`src/rtl/sigmoid_pkg.sv`:
```
package sigmoid_pkg;

  // Enables the control path hands to the datapath each cycle
  typedef struct packed {
    logic stage1En;
    logic stage2En;
  } sigStrobes_t;

  // e^(-2^-stepLog2) as an unsigned Q32 value, from a short Taylor series
  function automatic logic [63:0] expStepQ32(input int stepLog2);
    logic [63:0] term;
    logic [63:0] acc;
    term = 64'd1 << 32;
    acc  = term;
    for (int n = 1; n <= 6; n++) begin
      term = (term >> stepLog2) / 64'(n);
      if (n % 2 == 1) acc = acc - term;
      else            acc = acc + term;
    end
    return acc;
  endfunction

endpackage

```
`src/rtl/sigmoid_ctrl.sv`:
```
module sigmoid_ctrl (
  input  logic                     clk,
  input  logic                     rst,
  input  logic                     inValid,
  output sigmoid_pkg::sigStrobes_t strobes,
  output logic                     outValid
);

  logic [1:0] validPipe;

  always_ff @(posedge clk) begin
    if (rst) begin
      validPipe <= '0;
    end else begin
      validPipe <= {validPipe[0], inValid};
    end
  end

  always_comb begin
    strobes.stage1En = inValid;
    strobes.stage2En = validPipe[0];
  end

  assign outValid = validPipe[1];

endmodule

```
`src/rtl/sigmoid_datapath.sv`:
```
module sigmoid_datapath #(
  parameter int IN_INT     = 4,
  parameter int IN_FRAC    = 11,
  parameter int RANGE_LOG2 = 3,
  parameter int ADDR_W     = 11,
  parameter int OUT_W      = 8
) (
  input  logic                        clk,
  input  logic                        rst,
  input  sigmoid_pkg::sigStrobes_t    strobes,
  input  logic [IN_INT+IN_FRAC:0]     inData,
  output logic [OUT_W-1:0]            outData
);

  localparam int IN_W      = 1 + IN_INT + IN_FRAC;
  localparam int DEPTH     = 1 << ADDR_W;
  localparam int LSB_POS   = IN_FRAC + RANGE_LOG2 - ADDR_W;
  localparam int STEP_LOG2 = ADDR_W - RANGE_LOG2;
  localparam int OUTER_W   = ADDR_W / 2;
  localparam int INNER_W   = ADDR_W - OUTER_W;

  // Entry a holds round(2^OUT_W / (1 + e^(-a * 2^-STEP_LOG2))), clamped.
  // e^(-a*step) is carried as a Q32 product that is advanced one step per entry.
  function automatic logic [OUT_W*DEPTH-1:0] buildTable();
    logic [OUT_W*DEPTH-1:0] tbl;
    logic [127:0] expVal;
    logic [127:0] stepMul;
    logic [127:0] den;
    logic [127:0] num;
    logic [127:0] quo;
    int idx;
    tbl     = '0;
    stepMul = 128'(sigmoid_pkg::expStepQ32(STEP_LOG2));
    expVal  = 128'd1 << 32;
    for (int hi = 0; hi < (1 << OUTER_W); hi++) begin
      for (int lo = 0; lo < (1 << INNER_W); lo++) begin
        idx = hi * (1 << INNER_W) + lo;
        den = (128'd1 << 32) + expVal;
        num = (128'd1 << (OUT_W + 32)) + (den >> 1);
        quo = num / den;
        if (quo > 128'((1 << OUT_W) - 1)) quo = 128'((1 << OUT_W) - 1);
        tbl[idx*OUT_W +: OUT_W] = OUT_W'(quo);
        expVal = (expVal * stepMul) >> 32;
      end
    end
    return tbl;
  endfunction

  localparam logic [OUT_W*DEPTH-1:0] ROM_BITS = buildTable();

  // Stage 1: magnitude, range test and table address
  logic              isNeg;
  logic [IN_W-1:0]   magnitude;
  logic [IN_W-1:0]   magShifted;
  logic              overRange;

  always_comb begin
    isNeg      = inData[IN_W-1];
    // 0x8000 negates to itself; read as unsigned its top bit marks it out of range
    magnitude  = isNeg ? (~inData + 1'b1) : inData;
    magShifted = magnitude >> LSB_POS;
    overRange  = |magShifted[IN_W-1:ADDR_W];
  end

  logic              negQ;
  logic              satQ;
  logic [ADDR_W-1:0] addrQ;

  always_ff @(posedge clk) begin
    if (rst) begin
      negQ  <= 1'b0;
      satQ  <= 1'b0;
      addrQ <= '0;
    end else if (strobes.stage1En) begin
      negQ  <= isNeg;
      satQ  <= overRange;
      addrQ <= magShifted[ADDR_W-1:0];
    end
  end

  // Stage 2: single ROM read, symmetry fix-up, saturation
  logic [OUT_W-1:0] romWord;
  logic [OUT_W-1:0] mirrored;
  logic [OUT_W-1:0] resultNext;

  always_comb begin
    romWord    = ROM_BITS[addrQ*OUT_W +: OUT_W];
    // Entries never fall below half scale, so the wrap-around difference is 2^OUT_W - entry
    mirrored   = OUT_W'(0) - romWord;
    if (satQ)       resultNext = negQ ? '0 : '1;
    else if (negQ)  resultNext = mirrored;
    else            resultNext = romWord;
  end

  always_ff @(posedge clk) begin
    if (rst) begin
      outData <= '0;
    end else if (strobes.stage2En) begin
      outData <= resultNext;
    end
  end

endmodule

```
`src/rtl/sigmoid_unit.sv`:
```
module sigmoid_unit #(
  parameter int IN_INT     = 4,
  parameter int IN_FRAC    = 11,
  parameter int RANGE_LOG2 = 3,
  parameter int ADDR_W     = 11,
  parameter int OUT_W      = 8,
  localparam int IN_W      = 1 + IN_INT + IN_FRAC
) (
  input  logic             clk,
  input  logic             rst,
  input  logic             inValid,
  input  logic [IN_W-1:0]  inData,
  output logic             outValid,
  output logic [OUT_W-1:0] outData
);

  sigmoid_pkg::sigStrobes_t strobes;

  sigmoid_ctrl u_ctrl (
    .clk      (clk),
    .rst      (rst),
    .inValid  (inValid),
    .strobes  (strobes),
    .outValid (outValid)
  );

  sigmoid_datapath #(
    .IN_INT     (IN_INT),
    .IN_FRAC    (IN_FRAC),
    .RANGE_LOG2 (RANGE_LOG2),
    .ADDR_W     (ADDR_W),
    .OUT_W      (OUT_W)
  ) u_datapath (
    .clk     (clk),
    .rst     (rst),
    .strobes (strobes),
    .inData  (inData),
    .outData (outData)
  );

endmodule

```
`config.mk`:
```
export PLATFORM = sky130hd
export DESIGN_NAME = sigmoid_unit
export DESIGN_NICKNAME = d
export VERILOG_FILES = /design/src/rtl/sigmoid_pkg.sv /design/src/rtl/sigmoid_ctrl.sv /design/src/rtl/sigmoid_datapath.sv /design/src/rtl/sigmoid_unit.sv
export SDC_FILE = /design/constraint.sdc
export NUM_CORES = 1
export LEC_CHECK = 0
export ABC_AREA = 1
export BUFFER_PORTS_ARGS = -buffer_cell sky130_fd_sc_hd__buf_2
export CORE_MARGIN = 2
export CORE_UTILIZATION = 45
export CTS_BUF_LIST = sky130_fd_sc_hd__clkbuf_4 sky130_fd_sc_hd__clkbuf_8 sky130_fd_sc_hd__clkbuf_16
export CTS_CLUSTER_DIAMETER = 200
export CTS_CLUSTER_SIZE = 16
export DETAILED_ROUTE_END_ITERATION = 8
export PLACE_DENSITY = 0.67
export SLEW_MARGIN = 20
export SYNTH_ARGS = -nofsm -noshare
export SYNTH_HDL_FRONTEND = slang
export SYNTH_HIERARCHICAL = 1
export SYNTH_SLANG_ARGS = --single-unit
```
`constraint.sdc`:
```
create_clock -name clk -period 3.5 [get_ports clk]
set_input_delay 0.175 -clock clk [delete_from_list [all_inputs] [get_ports clk]]
set_output_delay 0.175 -clock clk [all_outputs]
set_load 0.005 [all_outputs]
```
Yosys cells after proc, flatten, opt, wreduce, memory -nomap -nowiden:

Index checks and enable logic that the tools add are counted.

* shift-type cells: 1
* $add $sub $neg: 2
* reductions and logical operators: 1
* muxes and demuxes: 4
* bitwise logic cells: 1

Operator list (count)
* 16384-bit by 15-bit variable part select with 8-bit output (first input constant): 1
* 8-bit 2-to-1 mux: 3
* 16-bit by 1-bit adder with 16-bit output (second input constant): 1
* 16-bit 2-to-1 mux: 1
* 16-bit inverter: 1
* 1-bit by 8-bit subtractor with 8-bit output (first input constant): 1
* 2-bit OR reduction: 1

* bits in registers: 23
* output and inout bits: 9
* logic and storage cells: 14

Longest topological paths before layout:

Gate-level depths: netlist of run 1.

* depth in word-level cells: 4
* mapped depth: 24
* mapped depth without buffers: 23

By module:

Netlist of run 1, hierarchy kept.

Modules (own cells, without submodules)
* sigmoid_datapath: cells an instance 577, instances 1, area each 2981.6 µm²
* sigmoid_ctrl: cells an instance 7, instances 1, area each 62.6 µm²

Worst setup path before layout of run 1:

Ideal clock, no wire load.

* path type: register to register
* start: register u_datapath.addrQ[1]
* end: register u_datapath.outData[6]
* data arrival time: 2313 ps
* slack: 1074 ps
* stages on the path, launching flop included: 19
* period minus slack after synthesis: 2426 ps
* cells stage by stage: dfxtp_1 inv_1 ha_1 nand2_1 o21ai_0 or2_2 nand4_1 nand2_1 nand3_1 nand2_1 nand3_1 nand2_1 ha_1 nand3_1 nand2_1 nand2_1 nand2_1 o21ai_1 inv_1

* word-level cells in the longest chain between the ends: 4

Ends and longest elaborated chain
* from (decl): line sigmoid_datapath.sv:67 `logic [ADDR_W-1:0] addrQ;`
* from (signal assigned): line sigmoid_datapath.sv:77 `addrQ <= magShifted[ADDR_W-1:0];`
* 16384-bit by 15-bit variable part select with 8-bit output (*): line sigmoid_datapath.sv:87 `romWord = ROM_BITS[addrQ*OUT_W +: OUT_W];`
* 1-bit by 8-bit subtractor with 8-bit output: line sigmoid_datapath.sv:89 `mirrored = OUT_W'(0) - romWord;`
* 8-bit 2-to-1 mux (*): line sigmoid_datapath.sv:91 `else if (negQ) resultNext = mirrored;`
* 8-bit 2-to-1 mux (*): line sigmoid_datapath.sv:90 `if (satQ) resultNext = negQ ? '0 : '1;`
* to (signal assigned): line sigmoid_datapath.sv:99 `outData <= resultNext;`
* to (decl): line sigmoid_datapath.sv:12 `output logic [OUT_W-1:0] outData`

Every way passes the cells marked *; elsewhere a longest branch is shown, timed or not.
A chain may end at the register's enable or synchronous reset.

Worst setup path after layout of run 1:

* start: register u_datapath.addrQ[4]
* end: register u_datapath.outData[4]

Same word-level chain as after synthesis.

==> results of run 1 <==
cells in the final DEF, fill, tap and decap left out, types with 2 or more instances in the layout:
cell,count
xor2_1,2
nor2_2,5
nand4_1,8
nor2_1,71
a21oi_1,30
o22ai_1,3
nand3_1,64
inv_2,3
dfxtp_1,23
buf_2,27
nand3b_1,5
o21ai_0,23
nand2_2,9
o221ai_1,10
or2_2,4
inv_1,53
ha_1,7
o21ai_1,9
a31oi_1,4
nand2_1,205
clkbuf_8,3
nor3_1,2
buf_4,9
o211ai_1,7
per-stage QoR:
stage          hold slack [ns]  power (uW)  util [%]  instances  setup WS [ns]
4_1_cts                  0.168         956      50.3        672          0.666
3_3_place_gp             0.445         797      49.6        668          0.656
2_1_floorplan            0.244         659         -        584           1.07
3_5_place_dp             0.456         788      49.6        668          0.673
5_1_grt                  0.172        1040      50.3        672          0.323
6_report                 0.171         966      50.3        672          0.590
worst register-to-register path, cell delays in order, from the launching register on:
cell and delay [ns]:
dfxtp_1 0.35, buf_4 0.28, nand2_1 0.26, inv_1 0.20
nand2_1 0.12, o21ai_0 0.09, nand2_1 0.07, nand3_1 0.06
nand2_1 0.05, nor2_1 0.13, nand2_1 0.10, a21oi_1 0.16
nand3_1 0.12, nand2_1 0.15, ha_1 0.22, nand2_1 0.06
o21ai_1 0.15, xor2_1 0.16, a21oi_1 0.08
layout make-up:
cell class,count,area share (%)
repair buffers,36,6.24
well taps,77,2.96
clock buffers,3,1.27
clock inverters,1,0.154
multi-input cells,475,68.6
flip-flops and latches,23,14.2
inverters,57,6.58
sequential cells by signal (all words and copies together), names as in the netlist:
| signal | count |
|---|---|
| u_datapath/negQ | 1 |
| u_datapath/satQ | 1 |
| u_datapath/outData | 8 |
| u_datapath/addrQ | 11 |
| u_ctrl/validPipe | 2 |
worst max-delay path by stage:
stage                                                start                                  to  slack, ns  depth (start not counted)
final                     u_datapath/addrQ[4]$_SDFFE_PP0P_  u_datapath/outData[4]$_SDFFE_PP0P_       0.59                         18
after global routing      u_datapath/addrQ[3]$_SDFFE_PP0P_  u_datapath/outData[6]$_SDFFE_PP0P_       0.32                         19
after CTS                 u_datapath/addrQ[1]$_SDFFE_PP0P_  u_datapath/outData[6]$_SDFFE_PP0P_       0.67                         18
after detailed placement  u_datapath/addrQ[1]$_SDFFE_PP0P_  u_datapath/outData[6]$_SDFFE_PP0P_       0.67                         18
after global placement    u_datapath/addrQ[3]$_SDFFE_PP0P_  u_datapath/outData[6]$_SDFFE_PP0P_       0.66                         19
after floorplan           u_datapath/addrQ[1]$_SDFFE_PP0P_  u_datapath/outData[6]$_SDFFE_PP0P_       1.07                         18
kinds of logic (layout without fill, tap and decap cells):
| group | count (synthesis) | after routing | synth area share (%) |
|---|---|---|---|
| buf+inv | 86 | 97 | 11.6 |
| flops | 23 | 23 | 15.1 |
| compound gates | 88 | 88 | 16.7 |
| xor+xnor | 3 | 3 | 0.863 |
| simple gates | 377 | 377 | 52.8 |
| fa+ha+maj | 7 | 7 | 2.88 |
power breakdown:
part | switching, uW | total [uW] | internal, uW
Sequential | 28.4 | 309 | 281
Clock | 84.5 | 164 | 79.4
Combinational | 331 | 492 | 161
layer usage:
layer | global-route usage, % | vias to the layer above
met5 | 0 | -
met4 | 14.2 | 0
met3 | 4.10 | 53
met2 | 43.4 | 264
met1 | 39.0 | 1704
li1 | - | 1923
==> impl_metrics.toml, run 1 <==
[setup_path]
timing.rr.start = "u_datapath/addrQ[4]$_SDFFE_PP0P_"
worstPathRequired_ns = 3.64
crit_buf_inv = 2
critPathArrivalTime_ns = 3.05
slowest_stage = "dfxtp_1"
cp-end-kind = "flip-flop"
setup.worst_path.class = "flip-flop to flip-flop"
worstPathMaxFanout = 22
path_common_cell = "nand2_1"
cp-start-kind = "flip-flop"
cpPeakStageDelay_ns = 0.35
r2r_end = "u_datapath/outData[4]$_SDFFE_PP0P_"
rr_worst_depth = 18
rrSetupSlack_ns = 0.59
crit_chain = "buf_4, nand2_1, inv_1, nand2_1, o21ai_0, nand2_1, nand3_1, nand2_1, nor2_1, nand2_1, a21oi_1, nand3_1, nand2_1, ha_1, nand2_1, o21ai_1, xor2_1, a21oi_1"
critPathTopFamily = "simple AND/OR/NAND/NOR gates"

[pwr]
p_leak_uw = 0.00174
ir_worst_vdd_uv = 193
power_density_nw_per_um2 = 297

[synthesis]
yosysUniqueCellTypes = 34
ys_top_cells_by_count = "205 x nand2_1, 71 x nor2_1, 64 x nand3_1"
async_reset_ff_share_pct = 0
ys_dominant_reg_cell = "dfxtp_1"
ys_seq_area_share_pct = 15.1
syn_nets = 610
syn_inst = 584
synth_top_area_cell = "nand2_1"
yosys-top-cells-area = "nand2_1 25%, dfxtp_1 15%, nand3_1 11%"
syn_area_per_cell_sq_um = 5.21
synth-seq-cells = 23
synth.most_common_cell = "nand2_1"
synth_area_sq_um = 3040
yosysWarnings = 6
synth_edf_count = 0
synth_top_area_share_pct = 25.3

[clocking]
clk_latency_ns = 0.26
cts_max_path_buffers = 2
cts_resized = 0
clk_pin_slew_ns = 0.08
cts_buffers = 3
tritoncts = "done"
clock-sinks = 23
cts.hold.buffers_added = 0
htree_levels = 1
postCtsSetupBuffers = 0
cts_root_buf = "clkbuf_8"

[placed_design]
io_buffers = 27
hpwl_mm = 7.87
dpl_cell_area_sq_um = 3200
routabilityCongestion = 0.987

[final_layout]
drive_above_1_share_pct = 10.6
area_growth_syn_to_layout_pct = 6.74
fillCellCount = 714
regArea_sq_um = 460
design_area_sq_um = 3250
multi_input_area_sq_um = 2230
antenna_cells = 0
final_nets = 622

[floorplan]
dieArea_sq_um = 7440
rows = 29
core_area_sq_um = 6460
die_h_um = 86.3
initial_utilization_pct = 47.1
die_w_um = 86.3
io_pins = 28

[timing]
slew_viol_final = 0
timing.fmax_mhz = 344
slew_headroom_pct = 59.9
period_needed_ns = 2.91
fin_crit_sh_pct = 83.2
tightest_slew_ns = 0.600
finalHoldViolCount = 0
setup_tns_ns = 0
skew_ns = 0.00469
rsz0062_at_grt = "false"
setup_violations = 0

[drt]
routed_wirelength_mm = 10.2
viasPerCell = 5.87
highest_layer = "met4"
wl_met2_mm = 4.37
met3_length_mm = 1.02
wl_per_cell_um = 15.3
vias = 3944
drtIter0Drc = 490
ant_nets = 0
remaining_drc_errors = 0
dr.pass1.iters = 5
met1_length_mm = 4.42

[global_routing]
grt_first_pass_wirelength_mm = 17.2
grt_max_degree = 28
grt_remaining_overflow = 0
grt_pass1_vias = 3623
grtUsageTotal_pct = 28.4
antenna_found_initial = 0

[flow_run]
drv_cap = 0

[hold_path]
holdPathEnd = "u_ctrl/validPipe[0]$_SDFF_PP0_"
min-delay-start = "rst"
whs_path_depth = 2
hp-class = "primary input to flip-flop"

[run_status]
status = "completed"
Power figures use the tool's default switching activity.
==> run 2, diff against run 1 <==
Settings changed: ABC_AREA 1 to 0.
Clock period 3.5 ns to 3 ns, I/O delays scaled along.
==> run 2 against run 1 <==
  * Clock power grew 13%
  * Routed wire length increased by 40%
  * Setup slack got worse by 0.59 ns
  * Sequential power grew 21%
  * Sequential share of layout area is 4.5 points lower
  * The flow now finishes with violations (negative setup slack)
  * Clock-buffer cell count stayed put
==> impl_metrics.toml, run 2 <==
[final_layout]
multi_input_area_sq_um = 2890
antenna_cells = 0
area_growth_syn_to_layout_pct = 39.3
final_nets = 648
final_cell_mix = "124 x buf_4, 49 x nor2_1, 34 x a21oi_1, 32 x nand2_1, 29 x o21ai_0"
mostFrequentLayoutCell = "buf_4"
reg_top3 = "u_datapath/addrQ (11), u_datapath/outData (8), u_ctrl/validPipe (2)"
final_cell_count_no_fill = 723
utilization_pct = 64.1
design_area_sq_um = 4900
drive_above_1_share_pct = 37.2
regArea_sq_um = 475
largest_register_ffs = 11
top_register = "u_datapath/addrQ"
fillCellCount = 688

[setup_path]
path_common_cell = "buf_6"
critPathTopFamily = "compound AO/OA/AOI/OAI gates"
critPathArrivalTime_ns = 3.20
crit_chain = "buf_6, buf_6, and2_4, buf_4, o31ai_4, buf_4, nand3_1, a21oi_1, nand2_1, a211oi_4, ha_2, buf_6, o21bai_1, a221o_1, a21oi_2"
cp-start-kind = "flip-flop"
crit_buf_inv = 5
worstPathMaxFanout = 8
cp-end-kind = "flip-flop"
setup.worst_path.class = "flip-flop to flip-flop"
cpPeakStageDelay_ns = 0.38
worstPathRequired_ns = 3.20
slowest_stage = "dfxtp_4"

[placed_design]
dpl_cell_area_sq_um = 4500
routabilityCongestion = 0.999
dp_cells = 706
io_buffers = 27
hpwl_mm = 10.8

[pwr]
power_density_nw_per_um2 = 321
finalPower_uw = 1570
ir_worst_vdd_uv = 428
p_leak_uw = 0.00200

[floorplan]
die_w_um = 92.4
rows = 32
die_h_um = 92.4
initial_utilization_pct = 46.0
core_area_sq_um = 7650
dieArea_sq_um = 8540
io_pins = 28

[timing]
slew_viol_final = 0
skew_ns = 0.00990
finalHoldViolCount = 0
rsz0062_at_grt = "true"
setup_violations = 1
period_needed_ns = 3.00
timing.fmax_mhz = 333
fin_ws_ns = -0.00268
tightest_slew_ns = 0.597
slew_headroom_pct = 60.1
setup_tns_ns = -0.00268
fin_crit_sh_pct = 100

[synthesis]
synth.most_common_cell = "nor2_1"
syn_inst = 510
async_reset_ff_share_pct = 0
synth_xor_xnor_area_share_pct = 3.74
yosysWarnings = 6
synth_edf_count = 0
synth_top_family_by_area = "compound AO/OA/AOI/OAI gates"
synth_top_area_cell = "dfxtp_1"
synthAdderAreaFrac_pct = 3.38
syn_area_per_cell_sq_um = 6.90
syn_nets = 536
yosys-mux-area-fraction_pct = 2.35
yosys-top-cells-area = "dfxtp_1 13%, nor2_1 5.7%, a21oi_1 5.0%"
ys_dominant_reg_cell = "dfxtp_1"
ys_seq_area_share_pct = 13.1
yosysUniqueCellTypes = 78
synth_area_sq_um = 3520
synth_simple_gate_area_share_pct = 29.8
synth_compound_area_share_pct = 37.4
ys_top_cells_by_count = "53 x nor2_1, 35 x a21oi_1, 32 x nand2_1"
synth_top_area_share_pct = 13.1
synth-seq-cells = 23

[drt]
remaining_drc_errors = 0
routed_wirelength_mm = 14.3
dr.pass1.iters = 6
wl_per_cell_um = 19.8
vias = 4624
met1_length_mm = 5.75
met3_length_mm = 1.28
viasPerCell = 6.40
drtIter0Drc = 493
wl_met2_mm = 6.55
highest_layer = "met4"
ant_nets = 0

[clocking]
cts_buffers = 3
tritoncts = "done"
clk_latency_ns = 0.26
htree_levels = 1
cts.hold.buffers_added = 0
clock-sinks = 23
cts_root_buf = "clkbuf_8"
clk_pin_slew_ns = 0.08
cts_max_path_buffers = 2

[hold_path]
hp-class = "primary input to flip-flop"

[global_routing]
antenna_found_initial = 0
grt_pass1_vias = 4345
grt_max_degree = 27
grtUsageTotal_pct = 32.8
grt_remaining_overflow = 0
grt_first_pass_wirelength_mm = 22.6

[flow_run]
drv_cap = 0

[run_status]
status = "complete, but fails checks"
violations = "negative setup slack"
[run 2: cell types whose count changed in the layout (fill, tap and decap cells not counted), sizes merged, moves of 10 or more]
cell,previous run,this run
nor2b,0,13
buf,36,165
nand2,214,32
nor3,2,21
nor2,76,53
a211oi,0,19
nand3,66,17
xor2,2,12
nand2b,0,14
inv,56,9
o31ai,0,10
a221oi,0,11
[run 2: cells by family after synthesis]
family | after synthesis
AND/OR/NAND/NOR | 198
AO/OA/AOI/OAI | 184
buffers and inverters | 72
flip-flops | 23
XOR/XNOR | 15
adder cells (fa/ha/maj) | 10
multiplexers | 8
[run 2: tightest hold or removal path, cell delays in order]
cell	delay, ns
buf_2	0.09
o211ai_1	0.07
a21oi_1	0.13
[run 2: per-stage QoR]
stage	setup slack, ns	hold slack [ns]
after floorplan	0.0180	0.222
after global placement	-0.156	0.449
after detailed placement	-0.158	0.468
after CTS	0.00360	0.205
after global routing	-0.123	0.245
final	-0.00268	0.209
[run 2: layout make-up]
type,instances,area share (%)
multi-input cells,415,58.9
clock inverters,1,0.102
flip-flops and latches,23,9.70
inverters,13,1.23
clock buffers,3,0.842
repair buffers,166,26.6
well taps,102,2.60
[run 2: report_power, final]
group	internal, uW	switching (uW)
registers	330	42.2
logic	474	541
clock network	92.5	93.3
total	897	676
[run 2: timing repair]
action / CTS / global route
setup endpoints to repair: 5 / 6
gates resized for setup: 20 / 44
endpoints found under the hold margin: 0 / 0
gates cloned: 0 / 1
pin swaps: 5 / 23
setup buffers: 4 / 8
[run 2: per-layer routing]
| layer | track usage, % | up-vias |
|---|---|---|
| met5 | 0 | - |
| met4 | 14.6 | 0 |
| met3 | 3.25 | 69 |
| met2 | 54.9 | 311 |
| met1 | 42.6 | 2095 |
| li1 | - | 2149 |
[run 2: final timing paths]
| check | slack, ns | endpoint | depth (start not counted) | startpoint |
|---|---|---|---|---|
| worst min-delay path | 0.21 | u_datapath/satQ$_SDFFE_PP0P_ | 3 | inData[14] |
| worst max register to register | -0.003 | u_datapath/outData[2]$_SDFFE_PP0P_ | 15 | u_datapath/addrQ[1]$_SDFFE_PP0P_ |
| worst min register to register | 0.50 | u_datapath/outData[0]$_SDFFE_PP0P_ | 2 | u_datapath/outData[0]$_SDFFE_PP0P_ |
| worst max-delay path | -0.003 | u_datapath/outData[2]$_SDFFE_PP0P_ | 15 | u_datapath/addrQ[1]$_SDFFE_PP0P_ |
==> run 3, diff against run 2 <==
Settings changed: CORE_UTILIZATION 45 to 60, PLACE_DENSITY 0.67 to 0.84.
==> run 3 against run 2 <==
  * The run ends with design-rule violations, negative setup slack left
  * Largest cell class unchanged
  * Core utilization is 16 points higher
  * Setup slack worse by 0.028 ns
  * Maximum frequency is 0.91% lower
==> impl_metrics.toml, run 3 (synthesis gave the netlist of run 2 again) <==
[final_layout]
design_area_sq_um = 4460
top_register = "u_datapath/addrQ"
fillCellCount = 373
final_nets = 602
reg_top3 = "u_datapath/addrQ (11), u_datapath/outData (8), u_ctrl/validPipe (2)"
area_growth_syn_to_layout_pct = 26.9
final_cell_count_no_fill = 647
antenna_cells = 0
largest_register_ffs = 11
final_cell_mix = "80 x buf_4, 50 x nor2_1, 34 x a21oi_1, 32 x nand2_1, 31 x o21ai_0"
multi_input_area_sq_um = 2850
mostFrequentLayoutCell = "buf_4"
regArea_sq_um = 479
drive_above_1_share_pct = 31.7

[setup_path]
cp-end-kind = "flip-flop"
cp-start-kind = "flip-flop"
worstPathRequired_ns = 3.21
worstPathMaxFanout = 5
rr_worst_depth = 13
rrSetupSlack_ns = -0.03
setup.worst_path.class = "flip-flop to flip-flop"
critPathArrivalTime_ns = 3.24

[global_routing]
grt_first_pass_wirelength_mm = 21.1
grt_pass1_vias = 4430
grt_max_degree = 31
grtUsageTotal_pct = 40.8
grt_remaining_overflow = 0
antenna_found_initial = 0

[drt]
routed_wirelength_mm = 13.6
wl_per_cell_um = 21.0
dr.pass1.iters = 9
ant_nets = 0
vias = 4792
remaining_drc_errors = 34
viasPerCell = 7.41
drtIter0Drc = 1025

[timing]
rsz0062_at_grt = "true"
tightest_slew_ns = 0.534
finalHoldViolCount = 0
fin_ws_ns = -0.0303
period_needed_ns = 3.03
slew_viol_final = 0
fin_crit_sh_pct = 101
setup_violations = 3
timing.fmax_mhz = 330
skew_ns = 0.0107
slew_headroom_pct = 64.4
hold-worst-slack_ns = 0.216

[floorplan]
die_w_um = 80.6
dieArea_sq_um = 6490
initial_utilization_pct = 63.1
rows = 27
core_area_sq_um = 5570
die_h_um = 80.6
io_pins = 28

[clocking]
cts_max_path_buffers = 2
clock-sinks = 23
clk_latency_ns = 0.28
cts_buffers = 3
cts_root_buf = "clkbuf_8"
tritoncts = "done"
clk_pin_slew_ns = 0.09
htree_levels = 1

[flow_run]
drv_cap = 0

[hold_path]
hp-class = "primary input to flip-flop"
whs_path_depth = 3

[placed_design]
dp_cells = 638
io_buffers = 27
hpwl_mm = 9.48
routabilityCongestion = 1.24
dpl_cell_area_sq_um = 4200

[pwr]
power_density_nw_per_um2 = 338
p_leak_uw = 0.00177
ir_worst_vdd_uv = 402
finalPower_uw = 1510

[run_status]
violations = "design-rule violations, negative setup slack"
status = "complete, but fails checks"
## run 3: path summary, 6_finish.rpt
| kind | startpoint | endpoint |
|---|---|---|
| worst max-delay path | u_datapath/addrQ[0]$_SDFFE_PP0P_ | u_datapath/outData[2]$_SDFFE_PP0P_ |
| worst min-delay path | inData[5] | u_datapath/addrQ[2]$_SDFFE_PP0P_ |
| worst min register to register | u_datapath/outData[2]$_SDFFE_PP0P_ | u_datapath/outData[2]$_SDFFE_PP0P_ |
| worst max register to register | u_datapath/addrQ[0]$_SDFFE_PP0P_ | u_datapath/outData[2]$_SDFFE_PP0P_ |
## run 3: timing repair
action                                  CTS  global route
endpoints found under the setup margin    4             6
pin swaps                                 5            20
gates resized for setup                  19            33
hold buffers                              0             0
buffers inserted                          2             3
## run 3: worst max-delay path, stage by stage, from the launching register on
cell and delay, ns:
dfxtp_2 0.36, nor4_2 0.33, buf_4 0.20, buf_4 0.15, a21oi_1 0.06, o21ai_0 0.22
a32oi_2 0.10, o41a_1 0.43, a211oi_4 0.25, ha_2 0.22, buf_4 0.12, o21bai_1 0.07
a221o_1 0.31, a21oi_1 0.14
## run 3: final cells by class
class | count | area share [%]
Sequential cell | 23 | 10.7
Timing Repair Buffer | 120 | 21.1
Inverter | 13 | 1.15
Clock buffer | 3 | 0.925
Multi-Input combinational cell | 415 | 63.9
Tap cell | 72 | 2.02
Clock inverter | 1 | 0.112
## run 3: routing by layer
layer  wire length, um  part of all wire, %  track usage (%)  up-vias
met2              6070                   45             66.7      474
met3              1760                   13             7.08      137
met4               927                  6.8             24.9        0
met5                 0                    0                0        -
li1                  -                    -                -     2059
met1              4820                   36             49.6     2122
## run 3: power by group
| part | internal (uW) | leakage (uW) | switching [uW] |
|---|---|---|---|
| combinational | 417 | 0.00155 | 518 |
| clock | 93.2 | 0.0000255 | 104 |
| sequential | 330 | 0.000194 | 45.2 |
## run 3: per-stage QoR
step / setup slack (ns) / setup TNS (ns) / util, %
5_1_grt: -0.105 / -0.433 / 80.1
3_3_place_gp: -0.00717 / -0.00717 / 75.4
2_1_floorplan: 0.0180 / 0 / -
3_5_place_dp: -0.158 / -0.190 / 75.4
6_report: -0.0303 / -0.0764 / 80.1
4_1_cts: 0.00499 / 0 / 77.5
